<file path="config.mk">
export PLATFORM = sky130hd
export DESIGN_NAME = cmp_exc_unit
export DESIGN_NICKNAME = d
export VERILOG_FILES = /design/src/rtl/cmpx_pkg.sv /design/src/rtl/cmpx_classify.sv /design/src/rtl/cmpx_control.sv /design/src/rtl/cmpx_datapath.sv /design/src/rtl/cmp_exc_unit.sv
export SDC_FILE = /design/constraint.sdc
export NUM_CORES = 1
export LEC_CHECK = 0
export BUFFER_PORTS_ARGS = -buffer_cell sky130_fd_sc_hd__buf_2
export CAP_MARGIN = 20
export CORE_MARGIN = 2
export CORE_UTILIZATION = 21
export DETAILED_ROUTE_END_ITERATION = 6
export PLACE_DENSITY = 0.75
export SETUP_SLACK_MARGIN = 0.1
export SYNTH_ARGS = -nofsm -noshare
export SYNTH_HDL_FRONTEND = slang
export SYNTH_SLANG_ARGS = --single-unit
export TNS_END_PERCENT = 10
</file>
<file path="constraint.sdc">
create_clock -name clk -period 1.5 [get_ports clk]
set_clock_uncertainty 0.2 [all_clocks]
set_input_delay 0.225 -clock clk [delete_from_list [all_inputs] [get_ports clk]]
set_output_delay 0.225 -clock clk [all_outputs]
set_load 0.005 [all_outputs]
</file>
<file path="src/rtl/cmpx_pkg.sv">
package cmpx_pkg;
  // Flag bit positions in the returned vector
  localparam int FLG_DBZ = 0;
  localparam int FLG_INX = 1;
  localparam int FLG_UNF = 2;
  localparam int FLG_OVF = 3;
  localparam int FLG_INV = 4;
  localparam int FLG_IFZ = 5;
  localparam int FLG_OFZ = 6;
  localparam int FLG_USED = 7;

  // Strobes from control to datapath
  typedef struct packed {
    logic capture;  // issue with guard true: load the flag register
    logic swap;     // exchange operands before classification
  } cmpxCtrl_t;
endpackage

</file>
<file path="src/rtl/cmpx_classify.sv">
module cmpx_classify #(
  parameter int EXP_W = 8,
  parameter int MAN_W = 23,
  localparam int DATA_W = 1 + EXP_W + MAN_W
) (
  input  logic [DATA_W-1:0] opnd,
  output logic              isNan,
  output logic              isDenorm
);
  logic [EXP_W-1:0] expField;
  logic [MAN_W-1:0] manField;
  logic             unusedSign;
  logic             expAllOnes;
  logic             expAllZero;
  logic             manNonZero;

  assign expField   = opnd[DATA_W-2 -: EXP_W];
  assign manField   = opnd[MAN_W-1:0];
  assign unusedSign = opnd[DATA_W-1];

  assign expAllOnes = &expField;
  assign expAllZero = ~|expField;
  assign manNonZero = |manField;

  assign isNan    = expAllOnes & manNonZero;
  assign isDenorm = expAllZero & manNonZero;
endmodule

</file>
<file path="src/rtl/cmpx_control.sv">
module cmpx_control
  import cmpx_pkg::*;
#(
  parameter int GUARD_W = 32
) (
  input  logic               clk,
  input  logic               rst_n,
  input  logic               inValid,
  input  logic [GUARD_W-1:0] guardWord,
  input  logic               swapOps,
  output cmpxCtrl_t          ctrl,
  output logic               destWe
);
  logic guardTrue;
  logic unusedGuardHigh;

  assign guardTrue       = guardWord[0];
  assign unusedGuardHigh = ^guardWord[GUARD_W-1:1];

  always_comb begin
    ctrl.capture = inValid & guardTrue;
    ctrl.swap    = swapOps;
  end

  always_ff @(posedge clk) begin
    if (!rst_n) destWe <= 1'b0;
    else        destWe <= ctrl.capture;
  end


  we_follows_guard_chk: assert property (@(posedge clk) disable iff (!rst_n)
    (inValid && guardWord[0]) |=> destWe);

  we_needs_issue_chk: assert property (@(posedge clk) disable iff (!rst_n)
    destWe |-> $past(inValid && guardWord[0]));
endmodule

</file>
<file path="src/rtl/cmpx_datapath.sv">
module cmpx_datapath
  import cmpx_pkg::*;
#(
  parameter int EXP_W = 8,
  parameter int MAN_W = 23,
  parameter int FLAG_W = 32,
  localparam int DATA_W = 1 + EXP_W + MAN_W
) (
  input  logic              clk,
  input  logic              rst_n,
  input  cmpxCtrl_t         ctrl,
  input  logic [DATA_W-1:0] opA,
  input  logic [DATA_W-1:0] opB,
  output logic [FLAG_W-1:0] flagOut
);
  logic [DATA_W-1:0] opnd [2];
  logic [1:0]        nanVec;
  logic [1:0]        denVec;
  logic [FLAG_W-1:0] flagNext;
  logic [FLAG_W-1:0] flagReg;

  // Swap places the right-hand operand first, as a greater-than evaluation would
  assign opnd[0] = ctrl.swap ? opB : opA;
  assign opnd[1] = ctrl.swap ? opA : opB;

  for (genvar k = 0; k < 2; k++) begin : g_cls
    cmpx_classify #(.EXP_W(EXP_W), .MAN_W(MAN_W)) u_cls (
      .opnd    (opnd[k]),
      .isNan   (nanVec[k]),
      .isDenorm(denVec[k])
    );
  end

  always_comb begin
    flagNext          = '0;
    flagNext[FLG_INV] = |nanVec;
    flagNext[FLG_IFZ] = |denVec;
  end

  always_ff @(posedge clk) begin
    if (!rst_n)           flagReg <= '0;
    else if (ctrl.capture) flagReg <= flagNext;
  end

  assign flagOut = flagReg;


  nan_sets_inv_chk: assert property (@(posedge clk) disable iff (!rst_n)
    (ctrl.capture && (|nanVec)) |=> flagReg[FLG_INV]);

  den_sets_ifz_chk: assert property (@(posedge clk) disable iff (!rst_n)
    (ctrl.capture && (|denVec)) |=> flagReg[FLG_IFZ]);

  ordinary_zero_chk: assert property (@(posedge clk) disable iff (!rst_n)
    (ctrl.capture && !(|nanVec) && !(|denVec)) |=> (flagReg == '0));

  hold_when_idle_chk: assert property (@(posedge clk) disable iff (!rst_n)
    !ctrl.capture |=> $stable(flagReg));
endmodule

</file>
<file path="src/rtl/cmp_exc_unit.sv">
module cmp_exc_unit
  import cmpx_pkg::*;
#(
  parameter int EXP_W = 8,
  parameter int MAN_W = 23,
  parameter int FLAG_W = 32,
  parameter int GUARD_W = 32,
  localparam int DATA_W = 1 + EXP_W + MAN_W
) (
  input  logic               clk,
  input  logic               rst_n,
  input  logic               inValid,
  input  logic [DATA_W-1:0]  opA,
  input  logic [DATA_W-1:0]  opB,
  input  logic [GUARD_W-1:0] guardWord,
  input  logic               swapOps,
  output logic [FLAG_W-1:0]  flagOut,
  output logic               destWe
);
  cmpxCtrl_t ctrl;

  cmpx_control #(.GUARD_W(GUARD_W)) u_ctrl (
    .clk      (clk),
    .rst_n    (rst_n),
    .inValid  (inValid),
    .guardWord(guardWord),
    .swapOps  (swapOps),
    .ctrl     (ctrl),
    .destWe   (destWe)
  );

  cmpx_datapath #(.EXP_W(EXP_W), .MAN_W(MAN_W), .FLAG_W(FLAG_W)) u_dp (
    .clk    (clk),
    .rst_n  (rst_n),
    .ctrl   (ctrl),
    .opA    (opA),
    .opB    (opB),
    .flagOut(flagOut)
  );


  unused_bits_zero_chk: assert property (@(posedge clk) disable iff (!rst_n)
    destWe |-> (flagOut[FLAG_W-1:FLG_USED] == '0 && flagOut[FLG_OFZ] == 1'b0
                && flagOut[FLG_OVF:FLG_DBZ] == '0));

  reset_clear_chk: assert property (@(posedge clk)
    !rst_n |=> (flagOut == '0 && !destWe));
endmodule

</file>
# After elaboration in Yosys (flattened, before gate mapping)
# Index checks and enable logic that the tools add are counted.
# op_classes
muxes	2
n_bitwise	5
n_reduce_logical	10
# op_table
op	count
$mux 31	2
$reduce_or 23->1	2
$reduce_and 8->1	2
$reduce_or 8->1	2
$and 1x1->1	5
$reduce_or 2->1	2
$logic_not 1->1	2
# word_totals
reg_bits	3
output_inout_bits	33

# Depth between registers and ports, before layout
# Gate-level depths: netlist of run 1.
# depth
ltp_word	5
depth_mapped	5
ltp_nobuf	5

# By module
# From an unflattened synthesis of run 1, not the netlist that was laid out.
# unflattened
cells_unflattened	144
hier_area_um2	1606.5
# modules_own_cells
module	instances	cells_per_inst	area_each_um2
cmpx_datapath	1	110	1373.8
cmpx_classify	2	15	96.3
cmpx_control	1	4	40.0

# Worst setup path before layout of run 1
# Ideal clock, no wire load.
# synth_path
kind	input to register
start	in opB[30]
end	reg u_dp.flagReg[5], in the netlist u_dp.flagOut[5]
arrival_time_ns	1.250
t_required_ns	1.240
setup_slack_ns	-0.010
cell_stages	5
n_path_buf	0
cell_sequence	or4_4 nor2_4 inv_2 a32oi_1 o2111a_1
# synth_between
elab_chain_len	5
elab_cells_between_ends	9
classes_between	mux: 2; bitwise: 2; reduce/logical: 5
# synth_rtl
element	line_no	source
start: declaration	cmp_exc_unit.sv:14	input logic [DATA_W-1:0] opB,
$mux 31 (on tied branches)	cmpx_datapath.sv:24, cmpx_datapath.sv:23	
$reduce_or 8->1	cmpx_classify.sv:22	assign expAllZero = ~|expField;
$logic_not 1->1	cmpx_classify.sv:22	
$and 1x1->1	cmpx_classify.sv:26	assign isDenorm = expAllZero & manNonZero;
$reduce_or 2->1 *	cmpx_datapath.sv:37	flagNext[FLG_IFZ] = |denVec;
end signal: assignment	cmpx_datapath.sv:42	else if (ctrl.capture) flagReg <= flagNext;
end: declaration	cmpx_datapath.sv:20	logic [FLAG_W-1:0] flagReg;
# Every way passes the cells marked *; elsewhere a longest branch is shown, timed or not.
# A chain may end at the register's enable or synchronous reset.

# Final worst setup path of run 1
# layout_path
start	in opB[26]
end	reg u_dp.flagReg[5], in the netlist u_dp.flagOut[5]
# The elaborated chain is that of the path after synthesis.

==> results of run 1 <==
[critical path, stage by stage]
cell and delay (ns):
buf_2 0.10, or4_4 0.53, nor2_4 0.13, inv_2 0.05, a32oi_1 0.17, o2111a_1 0.21
[per-stage QoR]
| step | hold WS (ns) | utilization | power (uW) | instance area, um^2 | setup TNS (ns) |
|---|---|---|---|---|---|
| 6_report | 0.04931 | 0.3661 | 400.6 | 992.2 | 0 |
| 5_1_grt | 0.06460 | 0.3661 | 427.8 | 992.2 | -0.08008 |
| 4_1_cts | 0.04846 | 0.3449 | 383.5 | 934.6 | 0 |
| 3_5_place_dp | 0.2832 | 0.3181 | 227.1 | 862.1 | -0.3884 |
| 3_3_place_gp | 0.2826 | 0.3181 | 223.8 | 862.1 | -0.3850 |
| 2_1_floorplan | 0.1646 | - | 185.6 | 695.7 | -0.01015 |
[path summary, 6_finish.rpt]
path	from	to	slack (ns)	depth (start not counted)
worst min-delay path	guardWord[0]	u_ctrl.destWe	0.05	2
worst min register to register	u_dp.flagOut[5]	u_dp.flagOut[5]	0.41	3
worst max register to register	u_dp.flagOut[5]	u_dp.flagOut[5]	0.56	3
worst max-delay path	opB[26]	u_dp.flagOut[5]	0.07	6
[state kept, by name, summed over array words and instances, names as in the netlist]
signal and flops:
u_dp.flagOut 2, u_ctrl.destWe 1
[timing repair]
action / CTS / global route
hold endpoints to repair: 0 / 0
pin swaps: 5 / 10
endpoints found under the setup margin: 2 / 2
gates resized for setup: 7 / 9
[cells in the final DEF (no fill, tap or decap), drive strengths merged]
| cell type | count |
|---|---|
| conb | 30 |
| a31oi | 1 |
| nand4 | 6 |
| or2 | 1 |
| o211ai | 1 |
| buf | 70 |
| nand3 | 1 |
| o2111a | 2 |
| inv | 1 |
| nor2b | 1 |
| dfxtp | 3 |
| nor2 | 7 |
| nor4 | 13 |
| and3 | 1 |
| a32oi | 1 |
| and2 | 1 |
| a21oi | 1 |
| o22ai | 1 |
| nor3 | 2 |
| nand2 | 4 |
| nor3b | 1 |
| or4 | 2 |
| clkbuf | 4 |
[per-layer routing]
metal  track usage  vias up
met1        0.1117      346
li1              -      392
met5             0        -
met4       0.03987        0
met3      0.002304        4
met2        0.1794       69
[kinds of logic (layout without fill, tap and decap cells)]
group	count (synthesis)	in the layout	synth area share
AND/OR/NAND/NOR	40	40	0.4051
buffers and inverters	31	75	0.3902
AO/OA/AOI/OAI	7	7	0.09596
flip-flops	3	3	0.1023
other	1	30	0.006390
[power by group through the flow]
| stage | Sequential [uW] | Clock, uW | Combinational (uW) |
|---|---|---|---|
| 2_1_floorplan | 87.7 | 0 | 97.9 |
| 3_3_place_gp | 87.1 | 0 | 137 |
| 5_1_grt | 86.7 | 155 | 186 |
| 6_report | 85.8 | 148 | 167 |
| 3_5_place_dp | 87.2 | 0 | 140 |
| 4_1_cts | 86.0 | 146 | 152 |
[area by class of cell]
type	count	area, um^2	area share
multi-input cells	77	479.2	0.4830
repair buffers	70	384.1	0.3871
flip-flops and latches	3	60.06	0.06053
well taps	31	38.79	0.03909
clock buffers	4	26.28	0.02648
inverters	1	3.754	0.003783
==> flow_summary.json, run 1 <==
{
  "cts_htree_levels": 1,
  "layout_min_cycle_time_ns": 1.435,
  "path_class": "in -> reg",
  "drt-pass1-iter-count": 4,
  "wire_per_inst_um": 9.677,
  "synth_enable_flop_cells": 0,
  "cp-start-kind": "input pin",
  "vias": 811,
  "die-width_um": 56.86,
  "wl_met2_um": 911,
  "rsz0062_at_grt": "yes",
  "core_um2": 2710,
  "async_flop_share": 0,
  "overflow": 0,
  "netlist_instances": 82,
  "drive_gt1_frac": 0.5548,
  "powerDensity_nw_per_um2": 403.7,
  "drcViolationCount": 0,
  "yosysTopAreaCell": "buf_4",
  "grt_max_degree": 6,
  "end_kind": "flip-flop",
  "pwr-share-comb": 0.416,
  "cts_buffer_depth": 2,
  "synthTopCellsByCount": "30 x buf_4, 13 x nor4_1, 6 x nand4_1, 6 x nor2_1, 4 x nand2_1",
  "place_worst_setup_slack_ns": -0.2144,
  "numCtsBuffers": 3,
  "ioPinCount": 133,
  "die_area_um2": 3233,
  "synth_area_um2": 586.8,
  "post_cts_buffers": 0,
  "clkTransAtPathRegs_ns": 0.04,
  "grtUsageTotal": 0.09537,
  "report.final.slew_viol_count": 0,
  "arrival_ns": 1.42,
  "fmax_mhz": 697.1,
  "yosysUniqueCellTypes": 23,
  "wl_met3_um": 223,
  "grt_pass1_wl_um": 2559,
  "avgSynthCellArea_um2": 7.156,
  "pwr-share-seq": 0.214,
  "stdcell_count": 186,
  "grt_pass1_vias": 666,
  "area_delta_synth_final_pct": 69.08,
  "row_count": 19,
  "cts_tree": "done",
  "drt_wl_total_um": 1800,
  "diodes": 0,
  "ys.flop_type": "dfxtp_1",
  "setup_viol": 0,
  "synthDominantCellAreaShare": 0.3838,
  "synth.area.top_cells": "buf_4 38%, nor4_1 14%, dfxtp_1 10%",
  "setup_slack_ns": 0.06549,
  "worst-endpoint-required_ns": 1.48,
  "clockPowerShare": 0.370,
  "grt_antenna_before_repair": 0,
  "hp-class": "in -> reg",
  "hold_buffers": 0,
  "fill_cells": 292,
  "start_util": 0.2165,
  "critPathMaxFanout": 2,
  "cts_sinks": 3,
  "dp_hpwl_um": 1491,
  "synth-seq-area-share": 0.1023,
  "vias_per_cell": 4.360,
  "intPower_uw": 274.5,
  "synth_warnings": 0,
  "clockRootBuffer": "clkbuf_4",
  "ys_ff_latch": 3,
  "post-synth-top-count-cell": "buf_4",
  "switching_share": 0.3147,
  "wl_met1_um": 641,
  "hold_violations": 0,
  "postRouteAntennaNets": 0,
  "place.gp.congestion": 0.7451,
  "fin_crit_sh": 0.9563,
  "clock_latency_ns": 0.24,
  "port_buffers": 69,
  "die_y_um": 56.86,
  "leakagePower_uw": 0.0004835,
  "top_layer": "met4",
  "status": "completed",
  "irDropWorstVdd_v": 0.0002411,
  "nNetsFinal": 256,
  "drt-initial-drc-count": 5,
  "drv_cap": 0,
  "dp_cells": 182,
  "p_sw_uw": 126.0
}
Power figures use the tool's default switching activity.
==> inputs of run 2 (changes only) <==
Settings changed: BUFFER_PORTS_ARGS -buffer_cell sky130_fd_sc_hd__buf_2 to unset, CORE_AREA set to 2 2 52 54, CORE_MARGIN 2 to unset, CORE_UTILIZATION 21 to unset, DIE_AREA set to 0 0 54 56, DONT_BUFFER_PORTS set to 1, PLACE_DENSITY 0.75 to 0.35.
==> run 2 against run 1 <==
Clock power barely moved. Sequential cell count did not move. Global-route usage fell by 1.2 points. Routed wire length fell by 21%. Critical path type unchanged. Highest routed layer unchanged. Die area fell by 6.5%. Largest cell class unchanged.
==> flow_summary.json, run 2 (synthesis gave the netlist of run 1 again) <==
{
  "critPathMaxFanout": 2,
  "irDropWorstVdd_v": 0.0002494,
  "cts_buffer_depth": 2,
  "grtUsageTotal": 0.08386,
  "die_y_um": 56,
  "dp_hpwl_um": 1254,
  "drt-pass1-iter-count": 3,
  "grt_pass1_vias": 499,
  "numCtsBuffers": 3,
  "report.final.slew_viol_count": 0,
  "die_area_um2": 3024,
  "min_path_cells": 2,
  "drive_gt1_frac": 0.1591,
  "crit_slowest_cell": "nor4_2",
  "drt_wl_total_um": 1431,
  "end_kind": "flip-flop",
  "cts_htree_levels": 1,
  "cts_tree": "done",
  "drcViolationCount": 0,
  "clock_latency_ns": 0.24,
  "diodes": 0,
  "setup_slack_ns": 0.1356,
  "fmax_mhz": 732.9,
  "leakagePower_uw": 0.0002034,
  "layout_min_cycle_time_ns": 1.364,
  "row_count": 18,
  "hp-class": "in -> reg",
  "vias_per_cell": 4.847,
  "setup_viol": 0,
  "place.gp.congestion": 0.7330,
  "reg2reg_depth": 3,
  "place_worst_setup_slack_ns": -0.1200,
  "status": "completed",
  "overflow": 0,
  "cp-start-kind": "input pin",
  "wire_per_inst_um": 12.13,
  "worst-endpoint-required_ns": 1.43,
  "die-width_um": 54,
  "powerDensity_nw_per_um2": 469.5,
  "layout_common_cells": "30 x conb_1, 9 x nor4_1, 6 x nand4_1",
  "crit_chain": "nor4_4, nand4_1, nor4_2, a21oi_1, o2111a_1",
  "total_power_uw": 291.4,
  "nNetsFinal": 189,
  "area_delta_synth_final_pct": 5.757,
  "largest_reg_flops": 2,
  "final_common_cell": "conb_1",
  "postRouteAntennaNets": 0,
  "clkTransAtPathRegs_ns": 0.04,
  "cts_sinks": 3,
  "vias": 572,
  "hold_violations": 0,
  "ioPinCount": 133,
  "core_um2": 2432,
  "grt_pass1_wl_um": 1856,
  "drt-initial-drc-count": 9,
  "path_class": "in -> reg",
  "drv_cap": 0,
  "grt_max_degree": 6,
  "fill_cells": 275,
  "fin_crit_sh": 0.9096,
  "post_cts_buffers": 0,
  "arrival_ns": 1.29,
  "grt_antenna_before_repair": 0,
  "slowest_delay_ns": 0.31,
  "port_buffers": 0,
  "start_util": 0.2413,
  "rsz0062_at_grt": "yes",
  "clockRootBuffer": "clkbuf_4",
  "worst_hold_slack_ns": 0.09285
}
## run 2: layout make-up
type	instances	area [um^2]	share of cell area
sequential	3	60.06	0.09677
timing repair buffer	3	30.03	0.04839
clock buffer	4	26.28	0.04234
tap	30	37.54	0.06048
multi-input combinational	77	462.9	0.7460
inverter	1	3.754	0.006048
## run 2: final timing paths
kind	startpoint	end	slack, ns
min	guardWord[0]	u_dp.flagOut[5]	0.09
max	opA[17]	u_dp.flagOut[4]	0.14
min reg2reg	u_dp.flagOut[4]	u_dp.flagOut[4]	0.44
max reg2reg	u_dp.flagOut[5]	u_dp.flagOut[5]	0.51
## run 2: routing by layer
metal / global-route usage / vias up / routed length [um]
met5: 0 / - / 0
met4: 0.03214 / 0 / 13
met3: 0.01613 / 2 / 244
met2: 0.1690 / 69 / 756
met1: 0.07556 / 242 / 417
li1: - / 259 / -
## run 2: worst max-delay path: cells and delay by family
family	cells	cell delay, ns
simple gates	3	0.76
compound gates	2	0.30
## run 2: through the flow
stage	TNS [ns]	instances	util	area (um^2)
2_1_floorplan	-0.01015	111	-	695.7
3_3_place_gp	-0.2133	111	0.2088	508.0
3_5_place_dp	-0.2350	111	0.2088	508.0
4_1_cts	0	118	0.2320	564.3
5_1_grt	0	118	0.2551	620.6
6_report	0	118	0.2551	620.6
## run 2: what timing repair did
action                     CTS  global route
resized for setup            0             9
hold buffers                 3             0
hold endpoints to repair     3             0
setup endpoints to repair    0             2
## run 2: report_power, final
group          switching, uW  internal [uW]
clock                   48.1            100
sequential              2.75           84.4
combinational           31.6           24.5
total                   82.4            209
==> inputs of run 3 (changes only) <==
Settings changed: CELL_PAD_IN_SITES_DETAIL_PLACEMENT set to 0, CELL_PAD_IN_SITES_GLOBAL_PLACEMENT set to 2, CORE_AREA 2 2 52 54 to unset, CORE_MARGIN set to 2, CORE_UTILIZATION set to 19, DIE_AREA 0 0 54 56 to unset, PLACE_DENSITY 0.35 to 0.69.
==> run 3 against run 2 <==
Sequential power is essentially flat. Via count shrank 0.70%. First-iteration DRC count shrank 22%. Critical endpoint is now u_dp.flagOut[5]. Maximum frequency grew 3.4%. Core utilization shrank 4.9 points. Worst hold slack gained 0.025 ns. Sequential share of layout area is essentially flat. Global-route usage shrank 1.2 points. Critical path type unchanged. Die area grew 17%. Worst setup slack gained 0.045 ns.
==> flow_summary.json, run 3 (synthesis gave the netlist of run 1 again) <==
{
  "path_class": "in -> reg",
  "grt_antenna_before_repair": 0,
  "die-width_um": 59.58,
  "irDropWorstVdd_v": 0.0001999,
  "vias": 568,
  "place.gp.congestion": 0.6449,
  "fin_setup_tns_ns": 0,
  "drt_wl_total_um": 1416,
  "clockRootBuffer": "clkbuf_4",
  "cts_tree": "done",
  "leakagePower_uw": 0.0002033,
  "row_count": 20,
  "slowest_delay_ns": 0.52,
  "start_util": 0.1954,
  "ioPinCount": 133,
  "layout_min_cycle_time_ns": 1.319,
  "port_buffers": 0,
  "grt_max_degree": 6,
  "switching_share": 0.2722,
  "min_path_cells": 2,
  "cts_htree_levels": 1,
  "worst-endpoint-required_ns": 1.48,
  "core_um2": 3003,
  "worst_hold_slack_ns": 0.1182,
  "critPathMaxFanout": 2,
  "path_delay_family": "simple AND/OR/NAND/NOR gates",
  "p_sw_uw": 78.03,
  "pwr-share-seq": 0.305,
  "hold_violations": 0,
  "drt-initial-drc-count": 7,
  "grt_pass1_vias": 496,
  "clockPowerShare": 0.501,
  "postRouteAntennaNets": 0,
  "layout_common_cells": "30 x conb_1, 10 x nor4_1, 6 x nand4_1",
  "final_util": 0.2058,
  "intPower_uw": 208.6,
  "end_kind": "flip-flop",
  "die_y_um": 59.58,
  "die_area_um2": 3549,
  "cp-start-kind": "input pin",
  "largest_reg_flops": 2,
  "nNetsFinal": 189,
  "drv_cap": 0,
  "numCtsBuffers": 3,
  "post_cts_buffers": 0,
  "crit_slowest_cell": "or4_4",
  "drcViolationCount": 0,
  "setup_viol": 0,
  "overflow": 0,
  "powerDensity_nw_per_um2": 463.7,
  "grt_pass1_wl_um": 1835,
  "final_common_cell": "conb_1",
  "fin_crit_sh": 0.8796,
  "cts_buffer_depth": 2,
  "dp_hpwl_um": 1278,
  "drive_gt1_frac": 0.1477,
  "report.final.slew_viol_count": 0,
  "grtUsageTotal": 0.07235,
  "hp-class": "in -> reg",
  "drt-pass1-iter-count": 4,
  "total_power_uw": 286.6,
  "critPathBufInv": 1,
  "rsz0062_at_grt": "yes",
  "vias_per_cell": 4.694,
  "area_delta_synth_final_pct": 5.330,
  "arrival_ns": 1.29,
  "clock_latency_ns": 0.23,
  "wire_per_inst_um": 11.70,
  "cts_sinks": 3,
  "path_depth": 5,
  "diodes": 0,
  "clkTransAtPathRegs_ns": 0.04,
  "crit_chain": "or4_4, nor2_4, inv_2, a32oi_1, o2111a_1",
  "pwr-share-comb": 0.194,
  "fmax_mhz": 757.9,
  "reg2reg_depth": 3,
  "status": "completed"
}
-- run 3: power by group through the flow --
stage	Sequential (uW)	Clock [uW]	Combinational [uW]
6_report	87.3	144	55.7
4_1_cts	87.5	149	51.3
3_5_place_dp	88.7	0	44.2
2_1_floorplan	87.7	0	97.9
3_3_place_gp	88.8	0	43.4
5_1_grt	87.4	158	64.9
-- run 3: per-stage QoR --
stage	setup WS, ns	area, um^2	cells
global placement	-0.06409	511.7	114
CTS	0.1574	568.0	121
global route	0.06281	618.1	121
floorplan	-0.01015	695.7	111
finish	0.1806	618.1	121
detailed placement	-0.09001	511.7	114
-- run 3: worst paths after layout --
check / slack [ns] / end / start
min: 0.12 / u_dp.flagOut[5] / guardWord[0]
max: 0.18 / u_dp.flagOut[5] / opB[30]
min reg2reg: 0.43 / u_dp.flagOut[4] / u_dp.flagOut[4]
max reg2reg: 0.51 / u_dp.flagOut[5] / u_dp.flagOut[5]
-- run 3: layout make-up --
class,count,area (um^2)
clock buffers,4,26.28
fillers,333,2385
inverters,1,3.754
multi-input cells,77,456.7
flip-flops and latches,3,60.06
well taps,33,41.29
repair buffers,3,30.03
-- run 3: timing repair --
action | 4_1_cts | 5_1_grt
hold endpoints to repair | 3 | 0
hold buffers | 3 | 0
endpoints found under the setup margin | 0 | 2
resized for setup | 0 | 8
-- run 3: layer usage --
layer  vias to the layer above  share of wire  routed length [um]  global-route usage
met4                         0         0.0049                   7             0.03810
met3                         2           0.16                 232             0.03275
li1                        261              -                   -                   -
met1                       241           0.32                 458             0.07311
met5                         -              0                   0                   0
met2                        64           0.51                 718              0.1240
